[src/rtl/csbus_pkg.sv]
// Package: shared control-word layout and sequencer state for the
// chip-select bus controller. Assumes a 16-bit control word.
package csbus_pkg;

    localparam int CFG_W  = 16;
    localparam int WS_W   = 4;
    localparam int WS_LSB = 10;
    localparam int AA_BIT = 8;
    localparam int PS_LSB = 6;
    localparam int BR_BIT = 4;
    localparam int BW_BIT = 3;

    typedef struct packed {
        logic [WS_W-1:0] ws;
        logic            aa;
        logic [1:0]      ps;
        logic            br;
        logic            bw;
    } cs_cfg_t;

    typedef enum logic [1:0] {
        ST_IDLE = 2'd0,
        ST_BEAT = 2'd1,
        ST_GAP  = 2'd2
    } seq_state_t;

    localparam cs_cfg_t CFG_RESET = '{ws: 4'hF, aa: 1'b1, ps: 2'b10, br: 1'b0, bw: 1'b0};

    // Place the fields at their bit positions; every other bit is zero.
    function automatic logic [CFG_W-1:0] cfg_pack(cs_cfg_t c);
        logic [CFG_W-1:0] w;
        w = '0;
        w[WS_LSB +: WS_W] = c.ws;
        w[AA_BIT]         = c.aa;
        w[PS_LSB +: 2]    = c.ps;
        w[BR_BIT]         = c.br;
        w[BW_BIT]         = c.bw;
        return w;
    endfunction

    // Pick the fields out of a written word, dropping the other bits.
    function automatic cs_cfg_t cfg_unpack(logic [CFG_W-1:0] w);
        cs_cfg_t c;
        c.ws = w[WS_LSB +: WS_W];
        c.aa = w[AA_BIT];
        c.ps = w[PS_LSB +: 2];
        c.br = w[BR_BIT];
        c.bw = w[BW_BIT];
        return c;
    endfunction

    // Every port-size code maps to a 16-bit lane; the two reserved codes fall back to it.
    function automatic logic port_is_narrow(logic [1:0] code);
        logic n;
        case (code)
            2'b10, 2'b11: n = 1'b1;
            default:      n = 1'b1;
        endcase
        return n;
    endfunction

endpackage

[src/rtl/csbus_cfg_regs.sv]
// Module: one control word per chip select.
// Written by index and read back combinationally. Only the defined
// fields are stored, so the remaining bits read as zero.
// Assumes NUM_CS >= 1 and that cfg_sel stays below NUM_CS.
module csbus_cfg_regs
    import csbus_pkg::*;
#(
    parameter int NUM_CS = 4,
    parameter int SEL_W  = 2
) (
    input  logic                      clk,
    input  logic                      rst_n,
    input  logic                      cfg_wr,
    input  logic [SEL_W-1:0]          cfg_sel,
    input  logic [CFG_W-1:0]          cfg_wdata,
    output logic [CFG_W-1:0]          cfg_rdata,
    output cs_cfg_t [NUM_CS-1:0]      cfg_all
);

    for (genvar g = 0; g < NUM_CS; g++) begin : g_word
        // Hold the fields of chip select g; load them on a write that names g.
        always_ff @(posedge clk) begin
            if (!rst_n) begin
                cfg_all[g] <= CFG_RESET;
            end else if (cfg_wr && (cfg_sel == SEL_W'(g))) begin
                cfg_all[g] <= cfg_unpack(cfg_wdata);
            end
        end
    end

    // Read-back mux for the word the index points at.
    always_comb begin
        cfg_rdata = cfg_pack(cfg_all[cfg_sel]);
    end

endmodule

[src/rtl/csbus_beat_timer.sv]
// Module: beat termination.
// Counts wait clocks in the current beat. A beat ends when the count
// reaches the programmed wait (internal acknowledge enabled) or in the
// clock ext_ack is high (internal acknowledge disabled).
// Assumes active is high for exactly the clocks of a beat.
module csbus_beat_timer
    import csbus_pkg::*;
(
    input  logic            clk,
    input  logic            rst_n,
    input  logic            active,
    input  logic [WS_W-1:0] ws,
    input  logic            aa,
    input  logic            ext_ack,
    output logic            term
);

    localparam logic [WS_W-1:0] CNT_MAX = '1;

    logic [WS_W-1:0] cnt;

    // Combinational termination, chosen by the acknowledge source.
    always_comb begin
        if (!active) begin
            term = 1'b0;
        end else if (aa) begin
            term = (cnt == ws);
        end else begin
            term = ext_ack;
        end
    end

    // Count the clocks spent in a beat; restart at every beat boundary.
    always_ff @(posedge clk) begin
        if (!rst_n) begin
            cnt <= '0;
        end else if (!active || term) begin
            cnt <= '0;
        end else if (cnt != CNT_MAX) begin
            cnt <= cnt + 1'b1;
        end
    end

endmodule

[src/rtl/csbus_seq.sv]
// Module: transfer sequencer.
// Accepts one request while idle. Latches the request's control
// settings, steps through one or two beats (split with a strobe-free
// gap clock, or as a burst) and pulses done after the final beat.
// Assumes term is only high during ST_BEAT.
module csbus_seq
    import csbus_pkg::*;
#(
    parameter int NUM_CS = 4,
    parameter int SEL_W  = 2
) (
    input  logic              clk,
    input  logic              rst_n,
    input  logic              req_valid,
    input  logic [SEL_W-1:0]  req_cs,
    input  logic              req_write,
    input  logic              req_long,
    input  cs_cfg_t           req_cfg,
    input  logic              term,
    output logic              accept,
    output logic              in_beat,
    output logic              beat_idx,
    output logic              two_beats,
    output logic              wr,
    output logic              burst,
    output logic [WS_W-1:0]   ws,
    output logic              aa,
    output logic [NUM_CS-1:0] cs_n,
    output logic              done
);

    seq_state_t       state;
    logic [SEL_W-1:0] cs_q;
    logic             last_beat;

    assign accept    = (state == ST_IDLE) && req_valid;
    assign in_beat   = (state == ST_BEAT);
    assign last_beat = !two_beats || beat_idx;

    // Main state machine and the request settings held for the transfer.
    always_ff @(posedge clk) begin
        if (!rst_n) begin
            state     <= ST_IDLE;
            cs_q      <= '0;
            wr        <= 1'b0;
            two_beats <= 1'b0;
            burst     <= 1'b0;
            ws        <= '0;
            aa        <= 1'b0;
            beat_idx  <= 1'b0;
            done      <= 1'b0;
        end else begin
            done <= 1'b0;
            case (state)
                ST_IDLE: begin
                    if (req_valid) begin
                        state     <= ST_BEAT;
                        cs_q      <= req_cs;
                        wr        <= req_write;
                        two_beats <= req_long && port_is_narrow(req_cfg.ps);
                        burst     <= req_long && (req_write ? req_cfg.bw : req_cfg.br);
                        ws        <= req_cfg.ws;
                        aa        <= req_cfg.aa;
                        beat_idx  <= 1'b0;
                    end
                end
                ST_BEAT: begin
                    if (term) begin
                        if (last_beat) begin
                            state <= ST_IDLE;
                            done  <= 1'b1;
                        end else begin
                            beat_idx <= 1'b1;
                            state    <= burst ? ST_BEAT : ST_GAP;
                        end
                    end
                end
                ST_GAP: begin
                    state <= ST_BEAT;
                end
                default: begin
                    state <= ST_IDLE;
                end
            endcase
        end
    end

    // Decode the active-low strobe of the latched chip select during a beat.
    always_comb begin
        cs_n = '1;
        for (int i = 0; i < NUM_CS; i++) begin
            if (in_beat && (cs_q == SEL_W'(i))) begin
                cs_n[i] = 1'b0;
            end
        end
    end

endmodule

[src/rtl/csbus_lane.sv]
// Module: address and data lane.
// Holds the word address and write data of the accepted request,
// steers the half that belongs to each beat (upper half first) and
// assembles read data from the 16-bit lane.
// Assumes DATA_W == 2 * LANE_W.
module csbus_lane #(
    parameter int ADDR_W = 32,
    parameter int LANE_W = 16,
    parameter int DATA_W = 32
) (
    input  logic              clk,
    input  logic              rst_n,
    input  logic              accept,
    input  logic [ADDR_W-1:0] req_addr,
    input  logic [DATA_W-1:0] req_wdata,
    input  logic              capture,
    input  logic              beat_idx,
    input  logic              two_beats,
    input  logic [LANE_W-1:0] lane_in,
    output logic [ADDR_W-2:0] word_addr,
    output logic [LANE_W-1:0] lane_out,
    output logic [DATA_W-1:0] rd_data
);

    localparam int WA_W = ADDR_W - 1;

    logic [WA_W-1:0]   base_q;
    logic [DATA_W-1:0] wdata_q;
    logic              addr_lsb_unused;

    assign addr_lsb_unused = req_addr[0];

    // Latch address and write data on acceptance.
    always_ff @(posedge clk) begin
        if (!rst_n) begin
            base_q  <= '0;
            wdata_q <= '0;
        end else if (accept) begin
            base_q  <= req_addr[ADDR_W-1:1];
            wdata_q <= req_wdata;
        end
    end

    // Capture the lane into the half named by the beat.
    always_ff @(posedge clk) begin
        if (!rst_n) begin
            rd_data <= '0;
        end else if (capture) begin
            if (!two_beats) begin
                rd_data <= {{(DATA_W-LANE_W){1'b0}}, lane_in};
            end else if (!beat_idx) begin
                rd_data[DATA_W-1:LANE_W] <= lane_in;
            end else begin
                rd_data[LANE_W-1:0] <= lane_in;
            end
        end
    end

    // Beat address and write-half selection.
    always_comb begin
        word_addr = base_q + WA_W'(beat_idx);
        if (two_beats && !beat_idx) begin
            lane_out = wdata_q[DATA_W-1:LANE_W];
        end else begin
            lane_out = wdata_q[LANE_W-1:0];
        end
    end

endmodule

[src/rtl/csbus_ctrl.sv]
// Module: chip-select bus cycle controller (top).
// Ties together the control words, the sequencer, the beat timer and
// the lane. The request picks its chip select directly; no address
// decoding is done here.
module csbus_ctrl
    import csbus_pkg::*;
#(
    parameter int NUM_CS = 4,
    parameter int ADDR_W = 32,
    parameter int SEL_W  = (NUM_CS > 1) ? $clog2(NUM_CS) : 1
) (
    input  logic              clk,
    input  logic              rst_n,
    input  logic              cfg_wr,
    input  logic [SEL_W-1:0]  cfg_sel,
    input  logic [15:0]       cfg_wdata,
    output logic [15:0]       cfg_rdata,
    input  logic              req_valid,
    input  logic [SEL_W-1:0]  req_cs,
    input  logic [ADDR_W-1:0] req_addr,
    input  logic              req_write,
    input  logic              req_long,
    input  logic [31:0]       req_wdata,
    output logic [31:0]       rd_data,
    output logic              done,
    output logic [ADDR_W-1:1] bus_addr,
    output logic [NUM_CS-1:0] bus_cs_n,
    output logic              bus_rw,
    output logic              bus_burst,
    output logic              bus_ta,
    output logic [15:0]       bus_wdata,
    output logic              bus_oe,
    input  logic [15:0]       bus_rdata,
    input  logic              ext_ack
);

    localparam int LANE_W = 16;
    localparam int DATA_W = 2 * LANE_W;

    cs_cfg_t [NUM_CS-1:0] cfg_all;
    cs_cfg_t              req_cfg;
    logic                 accept;
    logic                 in_beat;
    logic                 beat_idx;
    logic                 two_beats;
    logic                 wr;
    logic                 burst;
    logic [WS_W-1:0]      ws;
    logic                 aa;
    logic                 term;
    logic                 capture;

    csbus_cfg_regs #(.NUM_CS(NUM_CS), .SEL_W(SEL_W)) u_cfg (
        .clk       (clk),
        .rst_n     (rst_n),
        .cfg_wr    (cfg_wr),
        .cfg_sel   (cfg_sel),
        .cfg_wdata (cfg_wdata),
        .cfg_rdata (cfg_rdata),
        .cfg_all   (cfg_all)
    );

    // Settings of the chip select named by the incoming request.
    assign req_cfg = cfg_all[req_cs];

    csbus_seq #(.NUM_CS(NUM_CS), .SEL_W(SEL_W)) u_seq (
        .clk       (clk),
        .rst_n     (rst_n),
        .req_valid (req_valid),
        .req_cs    (req_cs),
        .req_write (req_write),
        .req_long  (req_long),
        .req_cfg   (req_cfg),
        .term      (term),
        .accept    (accept),
        .in_beat   (in_beat),
        .beat_idx  (beat_idx),
        .two_beats (two_beats),
        .wr        (wr),
        .burst     (burst),
        .ws        (ws),
        .aa        (aa),
        .cs_n      (bus_cs_n),
        .done      (done)
    );

    csbus_beat_timer u_timer (
        .clk     (clk),
        .rst_n   (rst_n),
        .active  (in_beat),
        .ws      (ws),
        .aa      (aa),
        .ext_ack (ext_ack),
        .term    (term)
    );

    // Read beats store the lane on their terminating clock.
    assign capture = term && !wr;

    csbus_lane #(.ADDR_W(ADDR_W), .LANE_W(LANE_W), .DATA_W(DATA_W)) u_lane (
        .clk       (clk),
        .rst_n     (rst_n),
        .accept    (accept),
        .req_addr  (req_addr),
        .req_wdata (req_wdata),
        .capture   (capture),
        .beat_idx  (beat_idx),
        .two_beats (two_beats),
        .lane_in   (bus_rdata),
        .word_addr (bus_addr),
        .lane_out  (bus_wdata),
        .rd_data   (rd_data)
    );

    assign bus_rw    = !wr;
    assign bus_burst = in_beat && burst;
    assign bus_ta    = term;
    assign bus_oe    = in_beat && wr;

endmodule

[config.mk]
export PLATFORM = sky130hd
export DESIGN_NAME = csbus_ctrl
export DESIGN_NICKNAME = d
export VERILOG_FILES = /design/src/rtl/csbus_pkg.sv /design/src/rtl/csbus_cfg_regs.sv /design/src/rtl/csbus_beat_timer.sv /design/src/rtl/csbus_seq.sv /design/src/rtl/csbus_lane.sv /design/src/rtl/csbus_ctrl.sv
export SDC_FILE = /design/constraint.sdc
export NUM_CORES = 1
export LEC_CHECK = 0
export ABC_AREA = 1
export BUFFER_PORTS_ARGS = -buffer_cell sky130_fd_sc_hd__buf_2
export CAP_MARGIN = 20
export CORE_MARGIN = 4
export CORE_UTILIZATION = 53
export CTS_CLUSTER_DIAMETER = 40
export CTS_CLUSTER_SIZE = 8
export DETAILED_ROUTE_END_ITERATION = 12
export HOLD_SLACK_MARGIN = 0.05
export PLACE_DENSITY = 0.91
export RECOVER_POWER = 50
export SLEW_MARGIN = 40
export SYNTH_ARGS = -nofsm -noshare
export SYNTH_HDL_FRONTEND = slang
export SYNTH_SLANG_ARGS = --single-unit
[constraint.sdc]
create_clock -name clk -period 4.5 [get_ports clk]
set_clock_uncertainty 0.1 [all_clocks]
set_input_delay 0.225 -clock clk [delete_from_list [all_inputs] [get_ports clk]]
set_output_delay 0.225 -clock clk [all_outputs]
set_load 0.05 [all_outputs]
== Yosys cells after proc, flatten, opt, wreduce, memory -nomap -nowiden ==
Cells that the tools add are included.

* Register bits: 149
* Latch bits: 0
* Bits in writable memories: 0
* Bits in read-only memories: 0
* Input bits: 107
* Output and inout bits: 104
* Word-level logic and storage cells: 114
* Memories: 0

* Add/subtract/negate cells: 2
* Multipliers: 0
* Div/mod/pow operators: 0
* $lt $le $gt $ge: 2
* Eq/ne operators: 15
* Shifts and indexed selects: 0
* Muxes and demuxes: 28
* Bitwise logic cells: 1
* Reductions and logical operators: 32

{| class="wikitable"
|+ Operators with widths
! cell !! number
|-
| $mux W16 || 3
|-
| $bmux W9 S2 || 2
|-
| $mux W32 || 1
|-
| $add A31 B1 Y31 || 1
|-
| $mux W9 || 2
|-
| $logic_and A1 B1 Y1 || 15
|-
| $mux W1 || 14
|-
| $eq A2 B2 Y1 const B || 5
|-
| $mux W2 || 4
|-
| $reduce_and A2 Y1 || 4
|-
| $eq A2 B1 Y1 const B || 3
|-
| $logic_not A2 Y1 || 3
|-
| $lt A2 B3 Y1 const B || 2
|-
| $ne A2 B2 Y1 const B || 3
|-
| $pmux W2 S3 || 1
|-
| $add A4 B1 Y4 const B || 1
|-
| $eq A4 B4 Y1 || 1
|-
| $logic_not A1 Y1 || 4
|-
| $ne A2 B1 Y1 const B || 2
|-
| $ne A4 B4 Y1 const B || 1
|-
| $reduce_and A4 Y1 || 1
|-
| $reduce_and A3 Y1 || 1
|-
| $logic_or A1 B1 Y1 || 2
|-
| $pmux W1 S2 || 1
|-
| 3 further kinds || 3
|}

== Depth between registers and ports, before layout ==
Gate-level depths: netlist (run 1).

* Depth in word-level cells: 5
* Gate-level depth with buffers: 11
* Gate-level depth less buffers: 9

== Hierarchy ==
Synthesis (run 1) repeated with hierarchy kept, for this count alone.

* Cells, all modules: 1,141
* Area total of the unflattened synthesis: 7,536.0 um2

{| class="wikitable"
|+ Modules (own cells, without submodules)
! module !! instances !! cells an instance !! area an instance (um2) !! sequential area each (um2)
|-
| csbus_lane || 1 || 639 || 4,326.6 || 1,901.8
|-
| csbus_cfg_regs || 1 || 265 || 1,767.9 || 720.7
|-
| csbus_seq || 1 || 80 || 641.9 || 280.3
|-
| csbus_ctrl || 1 || 112 || 518.0 || 0.0
|-
| csbus_beat_timer || 1 || 45 || 281.5 || 80.1
|}

== Worst setup path after synthesis (run 1) ==
Ideal clock, no wire load.

* Path type: reg-to-output
* From: register u_seq.beat_idx
* To: output bus_addr[19] in the netlist's numbering
* Data arrival time: 2.201 ns
* Data required time: 4.175 ns
* Slack: 1.974 ns
* Stages on the path, launching flop included: 10
* Path buffers: 0
* Cell sequence: dfxtp_1 ha_1 ha_1 nand3_2 nor2_2 nand2_1 nor2_2 nand3_2 nor2_1 xor2_1

* Word-level cells in the longest chain between the ends: 1

{| class="wikitable"
|+ RTL lines
! element !! RTL line !! source
|-
| start: declaration || csbus_seq.sv:22 || <nowiki>output logic beat_idx,</nowiki>
|-
| start signal: assignment || csbus_seq.sv:50 || <nowiki>beat_idx <= 1'b0;</nowiki>
|-
| start signal: assignment || csbus_seq.sv:64 || <nowiki>beat_idx <= 1'b0;</nowiki>
|-
| start signal: assignment || csbus_seq.sv:73 || <nowiki>beat_idx <= 1'b1;</nowiki>
|-
| $add A31 B1 Y31 || csbus_lane.sv:61 || <nowiki>word_addr = base_q + WA_W'(beat_idx);</nowiki>
|-
| end: declaration || csbus_ctrl.sv:26 || <nowiki>output logic [ADDR_W-1:1] bus_addr,</nowiki>
|}

Every way passes these cells.

== Worst setup path in the final report (run 1) ==
* From: register u_seq.beat_idx
* To: output bus_addr[25] in the netlist's numbering

The elaborated chain is that of the path after synthesis.

==> run summary, run 1 <==
The run finished, with violations left. The final reports fail on capacitance limit, slew limit. Counting tap cells, the placed design contains a total of 1276 instances. The CTS root buffer is clkbuf_16. Static timing analysis puts the maximum clock frequency at 319 MHz.

The tightest min-delay check is of the input port to register type. The tightest slew margin relative to the limit was -0.272. The top cell types in the final layout, fill and taps aside, are 172 x nand2_1, 153 x buf_2, 149 x dfxtp_1. The post-synthesis average cell area works out to 7.25 sq um. TritonCTS built the clock tree. Yosys printed 0 warnings. The mapped netlist covers 6930 sq um. The tools report the kind of end point of the critical path as an output port. The data required time at the worst endpoint is 4.18 ns, and the number of hold-slack violations in the final timing report is 0. Initial antenna violation count: 3.

STA classifies the critical path startpoint as a register. For the largest vdd supply drop, the log shows 0.301 mV. Number of endpoints failing setup at the final stage: 0. The detailed router placed 7832 vias in this run. Yosys mapped a number of flops with a built-in enable equal to 0. The via count of the first global-routing pass is 7396, and the instance count along the most critical hold path is 3. Ranked by total cell area, the synthesized netlist is headed by dfxtp_1 43%, nand2_1 9.4%, nor2_1 7.6%, o21ai_0 7.1%, a21oi_1 5.3%. The area added between synthesis and finish was 34.2%; the width of the die was 122 microns. The floorplan die height was 122 microns. For the number of violations reported at the end of detailed-routing iteration 0, the log shows 796. Leaving out filler cells and counting taps, the final layout contains 1400.

The floorplan step defined a die boundary enclosing 15000 sq um. With fillers left out, the area of the finished cells amounts to 9300 sq um. The logs give 0.311 for the global-route total usage across every layer and 12700 sq um for the core area.

Number of iterations in the first detailed-routing pass: 6. Counting the fill cells in the layout gives 976. Among all flip-flop cells after synthesis, the most frequent one is dfxtp_1.

Clock-pin slew was measured on the worst setup and hold paths at 0.06 ns. On the final layout, the worst hold slack is 0.0506 ns. The average wire length per cell after detail routing works out to 16.7 microns.

The top cell type's share of synthesized area was 0.430; the number of clock buffers inserted by TritonCTS was 17. The synthesized design spends more area on one cell type than any other, namely dfxtp_1. Once detail routing completed, the nets flagged for antenna violations numbered 0. The synthesized flop and latch total was 149.

Data on the critical path arrives at its endpoint at 2.81 ns. For the sequential area share after synthesis, the log shows 0.430. 211 I/O pins were placed.

Synthesis handed over a netlist of 956 instances. Counting I/O delays and the setup requirement, the final critical path takes 3.13 ns. Total cell area at the placement stage: 7890 sq um. The logs give 182 for the count of pins over their slew limit and 41 for the cell row count. The run gives 0 ns as the total negative slack.

The first global-routing pass estimated 36.6 mm of wire. Reg-to-reg startpoint: u_seq.state[0]. The number of cells on the worst reg-to-reg path works out to 6.

Global routing finished with a remaining overflow of 0. Prior to clock tree synthesis, the placed netlist has a worst setup slack of 1.91 ns. The overall routed net length is 23.4 mm.

Level count of the clock H-tree: 4. For the effective utilization at floorplan, the log shows 0.545. The hold path startpoint is req_wdata[31]. The highest fanout seen on the critical path came out at 4. Setup repair after global routing left no endpoint under its margin. The run gives 0.42 ns as the clock latency of the later-clocked register in the worst-skew pair. The async set-or-reset flop fraction in the synthesized netlist was 0; the quantity of I/O buffers inserted on ports was 195. The fraction of layout cells with a size suffix above 1 came out at 0.177. The logs give 1.37 ns for the final worst slack and 1.90 ns for the register-to-register setup slack. The tools report the total setup buffers inserted after CTS as 0.

For hold timing, the worst endpoint is u_lane.wdata_q[31]. For the post-detailed-route DRC marker count, the log shows 0. The average via count per standard cell is 5.59. The tools report the buffer levels on the longest clock path as 2. For this run, the post-layout net count is 1319. The critical path class is register to output port. The number of distinct standard cells referenced by the synthesized netlist was 40; the detailed placement HPWL was 13.7 mm. The analysis attributes to cell leakage a power of 4.04 nW. The endpoint identified for the worst register-to-register timing path is u_lane.rd_data[29]. The logs give 3 for the total of max-cap violations and 149 for the clock sink count. At the end of routability-driven placement, the weighted congestion stood at 0.981.

In this run the power density over the cells is 416 nW/um^2. The library cell used most frequently in the layout, excluding fill and tap cells, is nand2_1. The measured slew at the worst slew-check pin works out to 1.91 ns. For the pin count of the biggest net entering global routing, the log shows 94.

Part of the cycle the worst path needs: 0.696.
## stage by stage
stage / power, mW / util
after floorplan: 2.17 / -
after global placement: 2.36 / 0.620
after detailed placement: 2.37 / 0.620
after CTS: 3.84 / 0.735
after global routing: 4.02 / 0.730
final: 3.87 / 0.731
## metal layers
| metal | track usage | routed length, microns |
|---|---|---|
| met5 | 0 | 0 |
| met4 | 0.191 | 1400 |
| met3 | 0.0659 | 1970 |
| met2 | 0.506 | 11200 |
| met1 | 0.375 | 8830 |
## flip-flops by register name, indices dropped and copies added (netlist names)
| register | flops |
|---|---|
| u_lane.wdata_q | 32 |
| u_seq.cs_q | 2 |
| u_seq.aa | 1 |
| u_seq.state | 2 |
| u_seq.wr | 1 |
| u_seq.burst | 1 |
| u_timer.cnt | 4 |
| u_seq.ws | 4 |
| u_seq.done | 1 |
| u_cfg.cfg_all | 36 |
| u_lane.rd_data | 32 |
| u_lane.base_q | 31 |
| u_seq.two_beats | 1 |
| u_seq.beat_idx | 1 |
## worst max-delay path, cell delays in order (launching register included)
cell	delay (ns)
dfxtp_1	0.37
ha_1	0.23
ha_1	0.24
nand3_2	0.13
nor2_2	0.19
nand2_1	0.14
nor2_2	0.16
nand3_2	0.15
nor2_1	0.20
xor2_1	0.26
buf_2	0.32
## cell usage after synthesis (all sizes together) (3+ instances only)
cell type	instances
clkbuf	30
a21oi	75
o211ai	8
nand2	179
ha	3
inv	72
xnor2	6
nor3	17
xor2	24
o22ai	5
a22oi	11
o21ai	100
o221ai	5
clkinv	3
nor2	149
nand3	35
nor4	4
dfxtp	149
nand4	47
buf	29
## repair_timing
action | 4_1_cts | 5_1_grt
hold endpoints to repair | 125 | 0
resized for setup | 0 | 0
hold buffers | 86 | 0
endpoints found under the setup margin | 0 | 0
## how the worst max path moves through the flow
stage	startpoint	end	slack [ns]	cells past startpoint
CTS	u_seq.state[0]	bus_ta	1.45	5
detailed placement	u_seq.state[0]	bus_ta	1.91	5
floorplan	u_seq.beat_idx	bus_addr[19]	1.97	9
global placement	u_seq.state[0]	bus_ta	1.96	5
global route	u_seq.beat_idx	bus_addr[25]	1.24	10
finish	u_seq.beat_idx	bus_addr[25]	1.37	10
## final cells by class
type | count | area, sq um | area share
clock buffer | 17 | 425 | 0.0457
tap | 172 | 215 | 0.0231
clock inverter | 15 | 171 | 0.0184
timing repair buffer | 287 | 1820 | 0.196
multi-input combinational | 679 | 3380 | 0.364
inverter | 75 | 284 | 0.0305
sequential | 149 | 2980 | 0.321
antenna | 6 | 15.0 | 0.00161
## logic make-up after synthesis
group                      count (synthesis)  share of synthesized area
AOI/OAI and AO/OA                        207                      0.163
DFF                                      149                      0.430
adders and majority gates                  3                    0.00542
other                                      1                   0.000541
xor gates and xnor gates                  30                     0.0379
and+or+nand+nor                          432                      0.278
buffers and inverters                    134                     0.0848
## where the power goes
part | switching (mW) | leakage, nW | total (mW) | internal (mW)
Sequential | 0.0858 | 1.22 | 1.51 | 1.43
Clock | 0.602 | 0.279 | 1.43 | 0.830
Combinational | 0.668 | 2.54 | 0.924 | 0.256
(Power assumes the default switching activity.)
==> run 2: changes to the inputs <==
--- a/config.mk
+++ b/config.mk
@@ -9,12 +9,12 @@
 export BUFFER_PORTS_ARGS = -buffer_cell sky130_fd_sc_hd__buf_2
 export CAP_MARGIN = 20
 export CORE_MARGIN = 4
-export CORE_UTILIZATION = 53
+export CORE_UTILIZATION = 52
 export CTS_CLUSTER_DIAMETER = 40
 export CTS_CLUSTER_SIZE = 8
 export DETAILED_ROUTE_END_ITERATION = 12
 export HOLD_SLACK_MARGIN = 0.05
-export PLACE_DENSITY = 0.91
+export PLACE_DENSITY = 0.9
 export RECOVER_POWER = 50
 export SLEW_MARGIN = 40
 export SYNTH_ARGS = -nofsm -noshare
==> constraint.sdc (replaced) <==
create_clock -name clk -period 3 [get_ports clk]
set_clock_uncertainty 0.1 [all_clocks]
set_input_delay 0.15 -clock clk [delete_from_list [all_inputs] [get_ports clk]]
set_output_delay 0.15 -clock clk [all_outputs]
set_load 0.05 [all_outputs]
==> run summary, run 2 (synthesized netlist as in run 1, its figures left out) <==
In the layout the commonest cells are 172 x nand2_1, 149 x dfxtp_1, 145 x buf_2. Most common cell after layout, fill and taps aside: nand2_1. The final antenna-violating net count was 0. The via count of the first global-routing pass was 7676.

TritonCTS built the clock tree. Dividing the detail-routed wire length by the instance count gives 16.8 microns. Entering global routing, the biggest net connects 94 pins. The finished layout holds 1404 standard cells, fillers aside. The die covers 15200 sq um. Dividing the detail-routed via count by the number of cells gives 5.57. Including well taps, the total number of placed cells is 1281. The clock latency of the later-clocked register in the worst-skew pair was 0.43 ns; the level count of the clock H-tree was 4. Clock sink count: 149.

For the via count, the log shows 7817. Clock-pin slew was measured on the worst setup and hold paths at 0.06 ns. The routed design has 23.6 mm of wire.

The number of I/O pins was 211; the initial antenna violation count was 0. The run gives 0.540 as the effective utilization at floorplan. On the final layout, the worst hold slack is 0.131 ns. The total leakage power is 4.04 nW, and the final worst slack is 0.142 ns. The part of the cycle the worst path needs was 0.953; the measured slew at the worst slew-check pin was 1.56 ns. After detailed routing, the number of remaining DRC violations is 0. Data on the critical path arrives at its endpoint at 2.61 ns.

The tools report the cell row count as 41. The worst register-to-register path has a setup slack of 0.58 ns. After the first detailed-routing iteration, the DRC count stood at 930. Counting along the longest clock path gives a buffer depth of 2. The total of max-cap violations came out at 2.

The congestion estimate from routability-driven global placement came to 0.931. The number of clock buffers added by TritonCTS is 17. The first global-routing pass estimated 36.9 mm of wire. The largest vdd supply drop is 0.482 mV, and the post-route minimum period is 2.86 ns. Along the worst path, the maximum fanout reaches 4. The final layout contains 1329 nets. In the final layout, the registers with the most flip-flops are u_cfg.cfg_all: 36 flops, u_lane.rd_data: 32 flops, u_lane.wdata_q: 32 flops.

The number of setup buffers added after CTS is 0. The number of endpoints failing setup at the final stage is 0, and the count of pins over their slew limit is 136. STA puts the critical path data required time at 2.75 ns. The die is 123 microns wide. The worst min-delay path class was input port to register.

Derived from the worst setup path, the maximum achievable clock frequency is 350 MHz. The number of iterations in the first detailed-routing pass was 5. The area added between synthesis and finish works out to 34.6%. After filler insertion, the fill cell instance count of the layout stands at 978. For the detailed placement HPWL, the log shows 14.1 mm. Tightest slew margin relative to the limit: -0.0432. The global-route total usage across every layer was 0.311; the quantity of I/O buffers inserted on ports was 195. For this run the aggregate overflow at the end of global routing stands at 0. STA classifies the critical path endpoint as an output port.

Floorplan die height: 123 microns. More flip-flops sit in one register than any other, and that register is u_cfg.cfg_all. STA classifies the critical path startpoint as a register. The tree is rooted in a clkbuf_16. The final reports fail on capacitance limit, slew limit. The register with the most flip-flops in the layout has 36 of them.

0 antenna diodes ended up in the layout. The worst setup path is of the register to output port kind. The core region is 12800 sq um. The worst slack at placement is 0.634 ns, and the total power density per cell area is 613 nW/um^2. The run finished, with violations left.

The number of hold-slack violations in the final timing report is 0, and the fraction of layout cells with a size suffix above 1 is 0.170.
run 2: worst paths after layout:
kind / from / end / depth (start not counted)
setup reg to reg: u_seq.state[0] / u_lane.base_q[18] / 5
hold / removal: cfg_wr / u_cfg.cfg_all[26] / 5
hold reg to reg: u_lane.rd_data[23] / u_lane.rd_data[23] / 2
setup / recovery: u_seq.beat_idx / bus_addr[21] / 10
run 2: layout make-up:
class | count | area [sq um] | share of cell area
Multi-Input combinational cell | 679 | 3390 | 0.363
Tap cell | 172 | 215 | 0.0231
Clock buffer | 21 | 460 | 0.0493
Timing Repair Buffer | 297 | 1900 | 0.203
Inverter | 75 | 284 | 0.0304
Clock inverter | 11 | 103 | 0.0110
Sequential cell | 149 | 2980 | 0.320
run 2: power by group:
group,switching (mW),total (mW),internal (mW)
clock network,0.860,2.04,1.18
logic,1.01,1.40,0.395
registers,0.132,2.27,2.14
run 2: worst max-delay path: stages, from the launching register on:
cell and delay, ns:
dfxtp_1 0.36, ha_1 0.22, ha_2 0.24, nand3_2 0.13, nor2_2 0.19, nand2_1 0.14
nor2_4 0.15, nand3_2 0.15, nor2_1 0.15, xor2_1 0.17, buf_2 0.30
run 2: per-stage QoR:
| stage | power [mW] | cell area (sq um) | setup TNS [ns] | utilization |
|---|---|---|---|---|
| after floorplan | 3.25 | 6950 | 0 | - |
| after global placement | 3.55 | 7930 | 0 | 0.618 |
| after detailed placement | 3.57 | 7930 | 0 | 0.618 |
| after CTS | 5.66 | 9400 | 0 | 0.733 |
| after global routing | 5.93 | 9330 | -0.0923 | 0.728 |
| final | 5.72 | 9330 | 0 | 0.728 |
run 2: repair_timing:
item / in CTS / in global routing
hold endpoints to repair: 135 / 0
gates resized for setup: 0 / 5
hold buffers: 91 / 0
endpoints found under the setup margin: 0 / 3
run 2: routing by layer:
| metal | part of all wire | vias up | GRT usage |
|---|---|---|---|
| li1 | - | 3698 | - |
| met1 | 0.37 | 3481 | 0.354 |
| met2 | 0.48 | 498 | 0.510 |
| met3 | 0.089 | 140 | 0.0933 |
| met4 | 0.063 | 0 | 0.192 |
| met5 | 0 | - | 0 |
